`config.mk`:
```
export PLATFORM = sky130hd
export DESIGN_NAME = wdog2_top
export DESIGN_NICKNAME = d
export VERILOG_FILES = /design/src/rtl/wdog2_pkg.sv /design/src/rtl/wdog2_regs.sv /design/src/rtl/wdog2_timer.sv /design/src/rtl/wdog2_top.sv
export SDC_FILE = /design/constraint.sdc
export NUM_CORES = 1
export LEC_CHECK = 0
export CORE_MARGIN = 3
export CORE_UTILIZATION = 45
export DETAILED_ROUTE_END_ITERATION = 8
export PLACE_DENSITY_LB_ADDON = 0.12
export SLEW_MARGIN = 20
export SYNTH_ARGS = -nofsm -noshare
export SYNTH_HDL_FRONTEND = slang
export SYNTH_SLANG_ARGS = --single-unit
```
`constraint.sdc`:
```
create_clock -name clk -period 3.25 [get_ports clk]
set_input_delay 0.65 -clock clk [delete_from_list [all_inputs] [get_ports clk]]
set_output_delay 0.65 -clock clk [all_outputs]
set_load 0.02 [all_outputs]
```
`src/rtl/wdog2_pkg.sv`:
```
package wdog2_pkg;
  localparam int unsigned REG_AW = 12;

  localparam logic [REG_AW-1:0] OFS_REFRESH = 12'h000;
  localparam logic [REG_AW-1:0] OFS_CTRL    = 12'h000;
  localparam logic [REG_AW-1:0] OFS_TIMEOUT = 12'h008;
  localparam logic [REG_AW-1:0] OFS_DEADLN  = 12'h010;
  localparam logic [REG_AW-1:0] OFS_IDENT   = 12'hFCC;

  localparam int unsigned BIT_EN  = 0;
  localparam int unsigned BIT_ST1 = 1;
  localparam int unsigned BIT_ST2 = 2;

  typedef struct packed {
    logic st2;
    logic st1;
    logic en;
  } wd_state_t;
endpackage

```
`src/rtl/wdog2_regs.sv`:
```
module wdog2_regs
  import wdog2_pkg::*;
#(
  parameter int unsigned DW     = 32,
  parameter int unsigned CW     = 32,
  parameter int unsigned OW     = 32,
  parameter logic [DW-1:0] ID_VAL = 32'h0001_5A3B
) (
  input  logic              clk,
  input  logic              rst,
  input  logic              ref_wr,
  input  logic [REG_AW-1:0] ref_addr,
  output logic [DW-1:0]     ref_rdata,
  input  logic              ctl_wr,
  input  logic [REG_AW-1:0] ctl_addr,
  input  logic [DW-1:0]     ctl_wdata,
  output logic [DW-1:0]     ctl_rdata,
  input  wd_state_t         state_i,
  input  logic [CW-1:0]     deadline_i,
  output logic [OW-1:0]     timeout_o,
  output logic              refresh_o,
  output logic              en_wr_o,
  output logic              en_val_o,
  output logic              dl_wr_o,
  output logic [CW-1:0]     dl_val_o
);
  logic ref_hit, ctl_hit, tmo_hit;
  logic [OW-1:0] timeout_q;

  assign ref_hit   = ref_wr && (ref_addr == OFS_REFRESH);
  assign ctl_hit   = ctl_wr && (ctl_addr == OFS_CTRL);
  assign tmo_hit   = ctl_wr && (ctl_addr == OFS_TIMEOUT);
  assign refresh_o = ref_hit || ctl_hit;
  assign en_wr_o   = ctl_hit;
  assign en_val_o  = ctl_wdata[BIT_EN];
  assign dl_wr_o   = ctl_wr && (ctl_addr == OFS_DEADLN);
  assign dl_val_o  = ctl_wdata[CW-1:0];
  assign timeout_o = timeout_q;

  always_ff @(posedge clk) begin
    if (rst) timeout_q <= '0;
    else if (tmo_hit) timeout_q <= ctl_wdata[OW-1:0];
  end

  always_ff @(posedge clk) begin
    if (rst) begin
      ref_rdata <= '0;
      ctl_rdata <= '0;
    end else begin
      ref_rdata <= (ref_addr == OFS_IDENT) ? ID_VAL : '0;
      case (ctl_addr)
        OFS_CTRL: begin
          ctl_rdata          <= '0;
          ctl_rdata[BIT_EN]  <= state_i.en;
          ctl_rdata[BIT_ST1] <= state_i.st1;
          ctl_rdata[BIT_ST2] <= state_i.st2;
        end
        OFS_TIMEOUT: ctl_rdata <= DW'(timeout_q);
        OFS_DEADLN:  ctl_rdata <= DW'(deadline_i);
        OFS_IDENT:   ctl_rdata <= ID_VAL;
        default:     ctl_rdata <= '0;
      endcase
    end
  end

  p_timeout_write_r9: assert property (@(posedge clk) disable iff (rst)
    tmo_hit |=> timeout_q == $past(ctl_wdata[OW-1:0]));

  p_ident_read_r10: assert property (@(posedge clk) disable iff (rst)
    (ctl_addr == OFS_IDENT) |=> ctl_rdata == ID_VAL);
endmodule

```
`src/rtl/wdog2_timer.sv`:
```
module wdog2_timer
  import wdog2_pkg::*;
#(
  parameter int unsigned CW = 32,
  parameter int unsigned OW = 32
) (
  input  logic          clk,
  input  logic          rst,
  input  logic [CW-1:0] cnt_i,
  input  logic [OW-1:0] timeout_i,
  input  logic          refresh_i,
  input  logic          en_wr_i,
  input  logic          en_val_i,
  input  logic          dl_wr_i,
  input  logic [CW-1:0] dl_val_i,
  output wd_state_t     state_o,
  output logic [CW-1:0] deadline_o,
  output logic          irq_o,
  output logic          wdt_reset_o
);
  wd_state_t st_q, st_n;
  logic [CW-1:0] dl_q, dl_n, reload;
  logic hit, irq_q, rst_q;

  assign hit    = st_q.en && (cnt_i >= dl_q);
  assign reload = cnt_i + CW'(timeout_i);

  always_comb begin
    st_n = st_q;
    dl_n = dl_q;
    if (en_wr_i) st_n.en = en_val_i;
    if (refresh_i) begin
      dl_n    = reload;
      st_n.st1 = 1'b0;
      st_n.st2 = 1'b0;
    end else if (dl_wr_i) begin
      dl_n = dl_val_i;
    end else if (hit) begin
      if (!st_q.st1) begin
        st_n.st1 = 1'b1;
        dl_n     = reload;
      end else begin
        st_n.st2 = 1'b1;
      end
    end
  end

  always_ff @(posedge clk) begin
    if (rst) begin
      st_q  <= '0;
      dl_q  <= '0;
      irq_q <= 1'b0;
      rst_q <= 1'b0;
    end else begin
      st_q  <= st_n;
      dl_q  <= dl_n;
      irq_q <= st_n.st1 && st_n.en;
      rst_q <= rst_q || st_n.st2;
    end
  end

  assign state_o     = st_q;
  assign deadline_o  = dl_q;
  assign irq_o       = irq_q;
  assign wdt_reset_o = rst_q;

  p_refresh_clears_r2: assert property (@(posedge clk) disable iff (rst)
    refresh_i |=> !st_q.st1 && !st_q.st2);

  p_first_stage_r4: assert property (@(posedge clk) disable iff (rst)
    (hit && !st_q.st1 && !refresh_i && !dl_wr_i) |=> st_q.st1 && (irq_o == st_q.en));

  p_second_after_first_r5: assert property (@(posedge clk) disable iff (rst)
    $rose(st_q.st2) |-> $past(st_q.st1));

  p_reset_sticky_r6: assert property (@(posedge clk) disable iff (rst)
    wdt_reset_o |=> wdt_reset_o);

  p_reset_with_st2_r6: assert property (@(posedge clk) disable iff (rst)
    st_q.st2 |-> wdt_reset_o);

  p_idle_when_off_r7: assert property (@(posedge clk) disable iff (rst)
    (!st_q.en && !refresh_i) |=> $stable(st_q.st1) && $stable(st_q.st2));

  p_deadline_write_r8: assert property (@(posedge clk) disable iff (rst)
    (dl_wr_i && !refresh_i) |=> $stable(st_q.st1) && $stable(st_q.st2) && deadline_o == $past(dl_val_i));
endmodule

```
`src/rtl/wdog2_top.sv`:
```
module wdog2_top
  import wdog2_pkg::*;
#(
  parameter int unsigned DW     = 32,
  parameter int unsigned CW     = 32,
  parameter int unsigned OW     = 32,
  parameter logic [DW-1:0] ID_VAL = 32'h0001_5A3B
) (
  input  logic          clk,
  input  logic          rst,
  input  logic          ref_wr,
  input  logic [11:0]   ref_addr,
  output logic [DW-1:0] ref_rdata,
  input  logic          ctl_wr,
  input  logic [11:0]   ctl_addr,
  input  logic [DW-1:0] ctl_wdata,
  output logic [DW-1:0] ctl_rdata,
  input  logic [CW-1:0] sys_count,
  output logic          irq_o,
  output logic          wdt_reset_o
);
  wd_state_t     state;
  logic [CW-1:0] deadline, dl_val;
  logic [OW-1:0] timeout;
  logic          refresh, en_wr, en_val, dl_wr;

  wdog2_regs #(.DW(DW), .CW(CW), .OW(OW), .ID_VAL(ID_VAL)) u_regs (
    .clk(clk), .rst(rst),
    .ref_wr(ref_wr), .ref_addr(ref_addr), .ref_rdata(ref_rdata),
    .ctl_wr(ctl_wr), .ctl_addr(ctl_addr), .ctl_wdata(ctl_wdata), .ctl_rdata(ctl_rdata),
    .state_i(state), .deadline_i(deadline), .timeout_o(timeout),
    .refresh_o(refresh), .en_wr_o(en_wr), .en_val_o(en_val),
    .dl_wr_o(dl_wr), .dl_val_o(dl_val)
  );

  wdog2_timer #(.CW(CW), .OW(OW)) u_timer (
    .clk(clk), .rst(rst), .cnt_i(sys_count), .timeout_i(timeout),
    .refresh_i(refresh), .en_wr_i(en_wr), .en_val_i(en_val),
    .dl_wr_i(dl_wr), .dl_val_i(dl_val),
    .state_o(state), .deadline_o(deadline),
    .irq_o(irq_o), .wdt_reset_o(wdt_reset_o)
  );

  p_reset_clear_r1: assert property (@(posedge clk)
    $past(rst) |-> !irq_o && !wdt_reset_o && state == '0);
endmodule

```
# Word-level counts from Yosys, hierarchy flattened
# Index checks and enable logic that the tools add are counted.
# classes
add_sub_neg	1
order_cmp	1
eq_ne	5
muxes	11
reduce_logical	12
# ops
cell	n
32-bit two-way mux	4
32-bit one-hot mux with 4 select lines	1
32-bit adder	1
32-bit >= comparator	1
12-bit equality test (second input constant)	2
12-bit zero test	2
17-bit two-way mux	1
12-bit by 4-bit equality test with 1-bit output (second input constant)	1
12-bit by 5-bit equality test with 1-bit output (second input constant)	1
1-bit logical AND	6
2-bit two-way mux	3
3-bit != test (second input constant)	1
3-bit nonzero test	1
1-bit logical OR	2
1-bit two-way mux	2
2-bit AND reduction	1
# word_totals
reg_bits	133
input_bits	92
wordCells	39

# Depth between registers and ports, before layout
# logic_depth
ltp_word	6
mapped_depth	12
depth_no_buf	12

# Modules after synthesis
# From an unflattened synthesis, not the netlist that was laid out.
# unflattened
hier_cells	887
area_unflattened_um2	7255.7
# modules_own_cells
module	instances	cells_each	area_each_um2	seq_area_each_um2
wdog2_timer	1	563	4232.8	740.7
wdog2_regs	1	324	3022.9	1301.2

# Least setup slack after synthesis
# Ideal clock, no wire load.
# synth_path
path_kind	in2reg
startpoint	input port sys_count[0]
endpoint	register u_timer.dl_q[26], in the netlist u_timer.deadline_o[26]
setup_ps	77
arrival_time_ps	2898
slack_ps	276
path_stages	12
path_buffers	0
path_cell_list	ha_1 > inv_1 > fa_1 > and2b_1 > o2111ai_1 > a21oi_1 > nor2_1 > a31oi_2 > a21o_4 > nor2_4 > or4_4 > a41oi_2
# synth_between
elab_chain_cells	5
elab_cells_between_ends	9
cone_classes	add/sub: 1; order compare: 1; mux: 4; reduce/logical: 3
# synth_lines
element	line	rtl
start, declared	wdog2_top.sv:18	input logic [CW-1:0] sys_count,
32-bit adder	wdog2_timer.sv:26	assign reload = cnt_i + CW'(timeout_i);
32-bit two-way mux	wdog2_timer.sv:39	if (!st_q.st1) begin
32-bit two-way mux	wdog2_timer.sv:38	end else if (hit) begin
32-bit two-way mux	wdog2_timer.sv:36	end else if (dl_wr_i) begin
32-bit two-way mux	wdog2_timer.sv:32	if (refresh_i) begin
end signal, assigned	wdog2_timer.sv:56	dl_q <= dl_n;
end, declared	wdog2_timer.sv:22	logic [CW-1:0] dl_q, dl_n, reload;
# Parallel ways exist; a longest one is shown, timed or not. The select of a mux whose other input is x is not followed.
# A chain may end at the register's enable or synchronous reset.

# Final worst setup path
# layout_path
startpoint	input port sys_count[1]
endpoint	register u_timer.dl_q[26], in the netlist u_timer.deadline_o[26]
# The elaborated chain is that of the path after synthesis.

==> impl_results.html <==
<table>
<tr><th>Metric</th><th>Value</th></tr>
<tr><th colspan="2">Clock tree</th></tr>
<tr><td>Longest Clk Path Bufs</td><td>2</td></tr>
<tr><td>Clock buffer count from CTS</td><td>9</td></tr>
<tr><td>TritonCTS clock tree</td><td>yes</td></tr>
<tr><td>Skew-Pair Late Insertion Delay</td><td>0.36 ns</td></tr>
<tr><td>Number of buffers inserted to repair setup after CTS</td><td>0</td></tr>
<tr><td>Root buffer cell</td><td>sky130_fd_sc_hd__clkbuf_16</td></tr>
<tr><td>Hold Buf Count CTS</td><td>0</td></tr>
<tr><td>Number of levels the H-tree was split into</td><td>3</td></tr>
<tr><td>Clk sinks</td><td>a little over 100</td></tr>
<tr><td>Worst-path clk slew</td><td>0.08 ns</td></tr>
<tr><th colspan="2">GRT</th></tr>
<tr><td>Met2 usage in global routing</td><td>0.398</td></tr>
<tr><td>GRT Util Overall</td><td>0.243</td></tr>
<tr><td>Initial antenna violation count</td><td>0</td></tr>
<tr><td>Largest net degree at the start of global routing</td><td>30</td></tr>
<tr><td>Via count of the first global-routing pass</td><td>about 6,600</td></tr>
<tr><td>Most utilized layer in the global route result</td><td>met2</td></tr>
<tr><td>Met3 track demand over resource in global routing</td><td>0.0524</td></tr>
<tr><td>Met1 Usage GRT</td><td>0.331</td></tr>
<tr><td>Global-route wire length before repair</td><td>~33,000 um</td></tr>
<tr><td>GR Overflow Total</td><td>0</td></tr>
<tr><th colspan="2">Power</th></tr>
<tr><td>VDD IR-drop max</td><td>250 uV</td></tr>
<tr><td>Sw Pwr</td><td>0.000717 W</td></tr>
<tr><td>Register share of total power</td><td>0.435</td></tr>
<tr><td>Combinational power share</td><td>0.135</td></tr>
<tr><td>Power density over the cells</td><td>~310 mW/mm^2</td></tr>
<tr><td>LEAKAGE</td><td>roughly 3.6 nW</td></tr>
<tr><td>Switching share of total power</td><td>0.250</td></tr>
<tr><td>Clock Power Share</td><td>0.430</td></tr>
<tr><td>Internal power contribution</td><td>0.00216 W</td></tr>
<tr><th colspan="2">Timing</th></tr>
<tr><td>Final critical-path required period</td><td>3.11 ns</td></tr>
<tr><td>Final Skew</td><td>0.00934 ns</td></tr>
<tr><td>Hold violation total from the final report</td><td>0</td></tr>
<tr><td>Worst slew margin relative to its limit</td><td>0.552</td></tr>
<tr><td>Pin slew with the least headroom to its limit</td><td>approximately 0.67 ns</td></tr>
<tr><td>Worst Slack Setup Final</td><td>0.142 ns</td></tr>
<tr><td>Unrepaired setup endpoints after global routing</td><td>no</td></tr>
<tr><td>Pins over their slew limit</td><td>0</td></tr>
<tr><td>Final Cycle Share</td><td>0.956</td></tr>
<tr><td>Final setup violation count</td><td>0</td></tr>
<tr><td>Achievable frequency</td><td>0.322 GHz</td></tr>
<tr><th colspan="2">Logic synthesis</th></tr>
<tr><td>Yosys warning total</td><td>0</td></tr>
<tr><td>Cell variety after synth</td><td>72</td></tr>
<tr><td>Mapped Avg Cell Area</td><td>7.86 um^2</td></tr>
<tr><td>Cells after synthesis</td><td>879</td></tr>
<tr><td>Cell area after synthesis</td><td>0.00691 mm^2</td></tr>
<tr><td>Count of flip-flops with a built-in enable after synthesis</td><td>0</td></tr>
<tr><td>Sequential element share of the synthesized area</td><td>0.296</td></tr>
<tr><td>Prevailing post-synth register cell</td><td>sky130_fd_sc_hd__dfxtp_1</td></tr>
<tr><td>Fraction of synthesis flops using an asynchronous set or reset pin</td><td>0</td></tr>
<tr><td>Post-synthesis register bit count</td><td>102</td></tr>
<tr><th colspan="2">Placement</th></tr>
<tr><td>Number of buffers added on ports</td><td>135</td></tr>
<tr><td>Dpl hpwl</td><td>15,800 um</td></tr>
<tr><td>Pre-CTS WS</td><td>-0.399 ns</td></tr>
<tr><td>Final Wtd Congestion</td><td>slightly below 1</td></tr>
<tr><th colspan="2">Setup path</th></tr>
<tr><td>Arrival time at the worst endpoint</td><td>3.40 ns</td></tr>
<tr><td>Kind of critical path</td><td>input pin to register</td></tr>
<tr><td>Cell type group with the largest total delay on the critical path</td><td>compound AO/OA/AOI/OAI gates</td></tr>
<tr><td>CP Launch Type</td><td>input pin</td></tr>
<tr><td>WP depth</td><td>12</td></tr>
<tr><td>Critical register-to-register path startpoint</td><td>u_regs.timeout_o[0]</td></tr>
<tr><td>Worst Setup SP</td><td>sys_count[1]</td></tr>
<tr><td>Crit path buf inv count</td><td>2</td></tr>
<tr><td>R2R Setup Slk</td><td>0.48 ns</td></tr>
<tr><td>Type of element capturing the critical path</td><td>register</td></tr>
<tr><td>Depth of the most critical reg-to-reg path</td><td>12</td></tr>
<tr><td>Critical path fanouts, max</td><td>3</td></tr>
<tr><td>Critical-path top delay cell</td><td>sky130_fd_sc_hd__clkdlybuf4s50_1</td></tr>
<tr><td>Worst setup path endpoint</td><td>u_timer.deadline_o[26]</td></tr>
<tr><td>Crit-path cells</td><td>clkdlybuf4s50_1 -&gt; inv_1 -&gt; fa_1 -&gt; and2b_1 -&gt; o2111ai_1 -&gt; a21oi_2 -&gt; nor2_1 -&gt; a31oi_2 -&gt; a21o_4 -&gt; nor2_4 -&gt; or4_4 -&gt; a41oi_2</td></tr>
<tr><td>Delay of the slowest critical-path stage</td><td>between 0.5 and 0.6 ns</td></tr>
<tr><td>Endpoint of the lowest-slack register-to-register path</td><td>u_timer.deadline_o[26]</td></tr>
<tr><td>Req. time, crit path</td><td>3.54 ns</td></tr>
<tr><th colspan="2">Routing</th></tr>
<tr><td>Via Count</td><td>between 6,000 and 7,000</td></tr>
<tr><td>Residual antenna-violating net count after detailed routing</td><td>0</td></tr>
<tr><td>Detailed-route DRC error count</td><td>0</td></tr>
<tr><td>Vias per inst</td><td>5.49</td></tr>
<tr><td>Number of iterations in the first detailed-routing pass</td><td>5</td></tr>
<tr><td>Drt first-iter violations</td><td>between 400 and 500</td></tr>
<tr><td>Routed Wire Length</td><td>20,700 um</td></tr>
<tr><td>Post-detailed-route wirelength per cell</td><td>16.4 um</td></tr>
<tr><th colspan="2">Final layout</th></tr>
<tr><td>Final design utilization</td><td>0.628</td></tr>
<tr><td>Fraction of layout cells with a size suffix above 1</td><td>0.144</td></tr>
<tr><td>Highest-count cells in the layout ignoring fill and taps</td><td>sky130_fd_sc_hd__clkdlybuf4s50_1 (133), sky130_fd_sc_hd__nand2_1 (131), sky130_fd_sc_hd__dfxtp_1 (102), sky130_fd_sc_hd__buf_4 (98), sky130_fd_sc_hd__nor2_1 (97)</td></tr>
<tr><td># fillers</td><td>between 1,000 and 1,500</td></tr>
<tr><td>Number of inserted diodes</td><td>0</td></tr>
<tr><td>Sequential Area</td><td>a little over 0.002 mm^2</td></tr>
<tr><td>Final net count</td><td>about 1,200</td></tr>
<tr><td>Leading cell type in the layout, fill and taps excluded</td><td>sky130_fd_sc_hd__clkdlybuf4s50_1</td></tr>
<tr><td>Multi-input logic area</td><td>0.00438 mm^2</td></tr>
<tr><td>Layout Area Growth over Synthesis</td><td>34.1%</td></tr>
<tr><th colspan="2">Floorplan</th></tr>
<tr><td>Die width</td><td>around 130 um</td></tr>
<tr><td>Die Span Y</td><td>130 um</td></tr>
<tr><td>Effective utilization at floorplan</td><td>0.468</td></tr>
<tr><td>Core Box Area</td><td>0.0148 mm^2</td></tr>
<tr><td>Total Die Area</td><td>0.0169 mm^2</td></tr>
<tr><td>I/O pin cnt</td><td>around 160</td></tr>
<tr><td>Num rows</td><td>44</td></tr>
<tr><th colspan="2">Flow run</th></tr>
<tr><td>Max Cap Viol</td><td>0</td></tr>
<tr><th colspan="2">Run status</th></tr>
<tr><td>Status</td><td>complete, no violations</td></tr>
<tr><th colspan="2">Worst hold path</th></tr>
<tr><td>Worst min-delay path category</td><td>register to register</td></tr>
</table>
## what timing repair did
| action | CTS | global route |
|---|---|---|
| pin swaps | 5 | 2 |
| resized for setup | 1 | 8 |
| cloned | 0 | 0 |
| endpoints found under the setup margin | 1 | 7 |
## final cells by class
cell class,instances,area share
clock buffer,10,0.0258
tap,184,0.0249
clock inverter,6,0.00986
multi-input combinational,678,0.473
inverter,42,0.0172
sequential,102,0.220
timing repair buffer,235,0.229
## cell usage after synthesis, types with 7 or more instances
| library cell | n | share of area |
|---|---|---|
| sky130_fd_sc_hd__nand2_1 | 131 | 0.071 |
| sky130_fd_sc_hd__nor2_1 | 98 | 0.053 |
| sky130_fd_sc_hd__a211oi_1 | 18 | 0.020 |
| sky130_fd_sc_hd__ha_1 | 63 | 0.11 |
| sky130_fd_sc_hd__inv_1 | 41 | 0.022 |
| sky130_fd_sc_hd__a22oi_1 | 22 | 0.024 |
| sky130_fd_sc_hd__xor2_1 | 7 | 0.0089 |
| sky130_fd_sc_hd__a311oi_2 | 12 | 0.026 |
| sky130_fd_sc_hd__nor3_1 | 13 | 0.0094 |
| sky130_fd_sc_hd__nand3_1 | 10 | 0.0072 |
| sky130_fd_sc_hd__a21oi_1 | 87 | 0.063 |
| sky130_fd_sc_hd__a221oi_1 | 10 | 0.013 |
| sky130_fd_sc_hd__o21ai_0 | 24 | 0.017 |
| sky130_fd_sc_hd__nand4_1 | 16 | 0.014 |
| sky130_fd_sc_hd__buf_4 | 34 | 0.037 |
| sky130_fd_sc_hd__clkbuf_1 | 31 | 0.017 |
| sky130_fd_sc_hd__buf_2 | 8 | 0.0058 |
| sky130_fd_sc_hd__dfxtp_1 | 102 | 0.30 |
| sky130_fd_sc_hd__xnor2_1 | 12 | 0.015 |
| sky130_fd_sc_hd__a21o_1 | 25 | 0.027 |
## how the worst min path moves through the flow
stage	startpoint	end	slack, ns	cells past startpoint
after floorplan	u_timer.deadline_o[1]	u_timer.deadline_o[1]	0.45	2
after global placement	u_timer.wdt_reset_o	u_timer.wdt_reset_o	0.44	1
after detailed placement	u_timer.wdt_reset_o	u_timer.wdt_reset_o	0.45	1
after CTS	u_timer.wdt_reset_o	u_timer.wdt_reset_o	0.47	1
after global routing	u_timer.wdt_reset_o	u_timer.wdt_reset_o	0.49	1
final	u_timer.wdt_reset_o	u_timer.wdt_reset_o	0.47	1
## state kept, by name (all words and copies together) (netlist names)
register,flops
u_timer.wdt_reset_o,1
u_timer.irq_o,1
u_timer.state_o,3
u_timer.deadline_o,32
u_regs.ref_rdata,1
u_regs.timeout_o,32
u_regs.ctl_rdata,32
## cells by family after synthesis
family | synth area share
multiplexers | 0.0103
AND/OR/NAND/NOR | 0.206
AO/OA/AOI/OAI | 0.257
adder cells (fa/ha/maj) | 0.117
buffers and inverters | 0.0884
flip-flops | 0.296
XOR/XNOR | 0.0241
other | 0.000543
## power groups by stage
stage	Clock, W	Sequential [W]	Combinational, W
floorplan	0	0.00128	0.000187
global placement	0	0.00128	0.000382
detailed placement	0	0.00128	0.000383
CTS	0.00125	0.00125	0.000386
global route	0.00130	0.00125	0.000424
finish	0.00124	0.00125	0.000389
## through the flow
step                      power (W)  std cells  area [um^2]  hold slack, ns  TNS (ns)
final                       0.00287       1257         9260           0.465         0
after global routing        0.00297       1257         9260           0.492         0
after CTS                   0.00289       1257         9240           0.468         0
after detailed placement    0.00166       1241         8900           0.446     -3.38
after global placement      0.00166       1241         8900           0.436     -2.49
after floorplan             0.00147        900         6980           0.445         0
## layer usage
metal | up-vias | wire length, um
met5 | - | 0
met4 | 0 | 277
met3 | 18 | 1320
met2 | 219 | 9450
met1 | 3191 | 9630
li1 | 3470 | -
## worst register-to-register path: stages, from the launching register on
cell	delay (ns)
sky130_fd_sc_hd__dfxtp_1	0.37
sky130_fd_sc_hd__ha_2	0.20
sky130_fd_sc_hd__inv_1	0.05
sky130_fd_sc_hd__fa_1	0.36
sky130_fd_sc_hd__and2b_1	0.22
sky130_fd_sc_hd__o2111ai_1	0.15
sky130_fd_sc_hd__a21oi_2	0.19
sky130_fd_sc_hd__nor2_1	0.09
sky130_fd_sc_hd__a31oi_2	0.24
sky130_fd_sc_hd__a21o_4	0.17
sky130_fd_sc_hd__nor2_4	0.03
sky130_fd_sc_hd__or4_4	0.47
sky130_fd_sc_hd__a41oi_2	0.16
(Power assumes the default switching activity.)
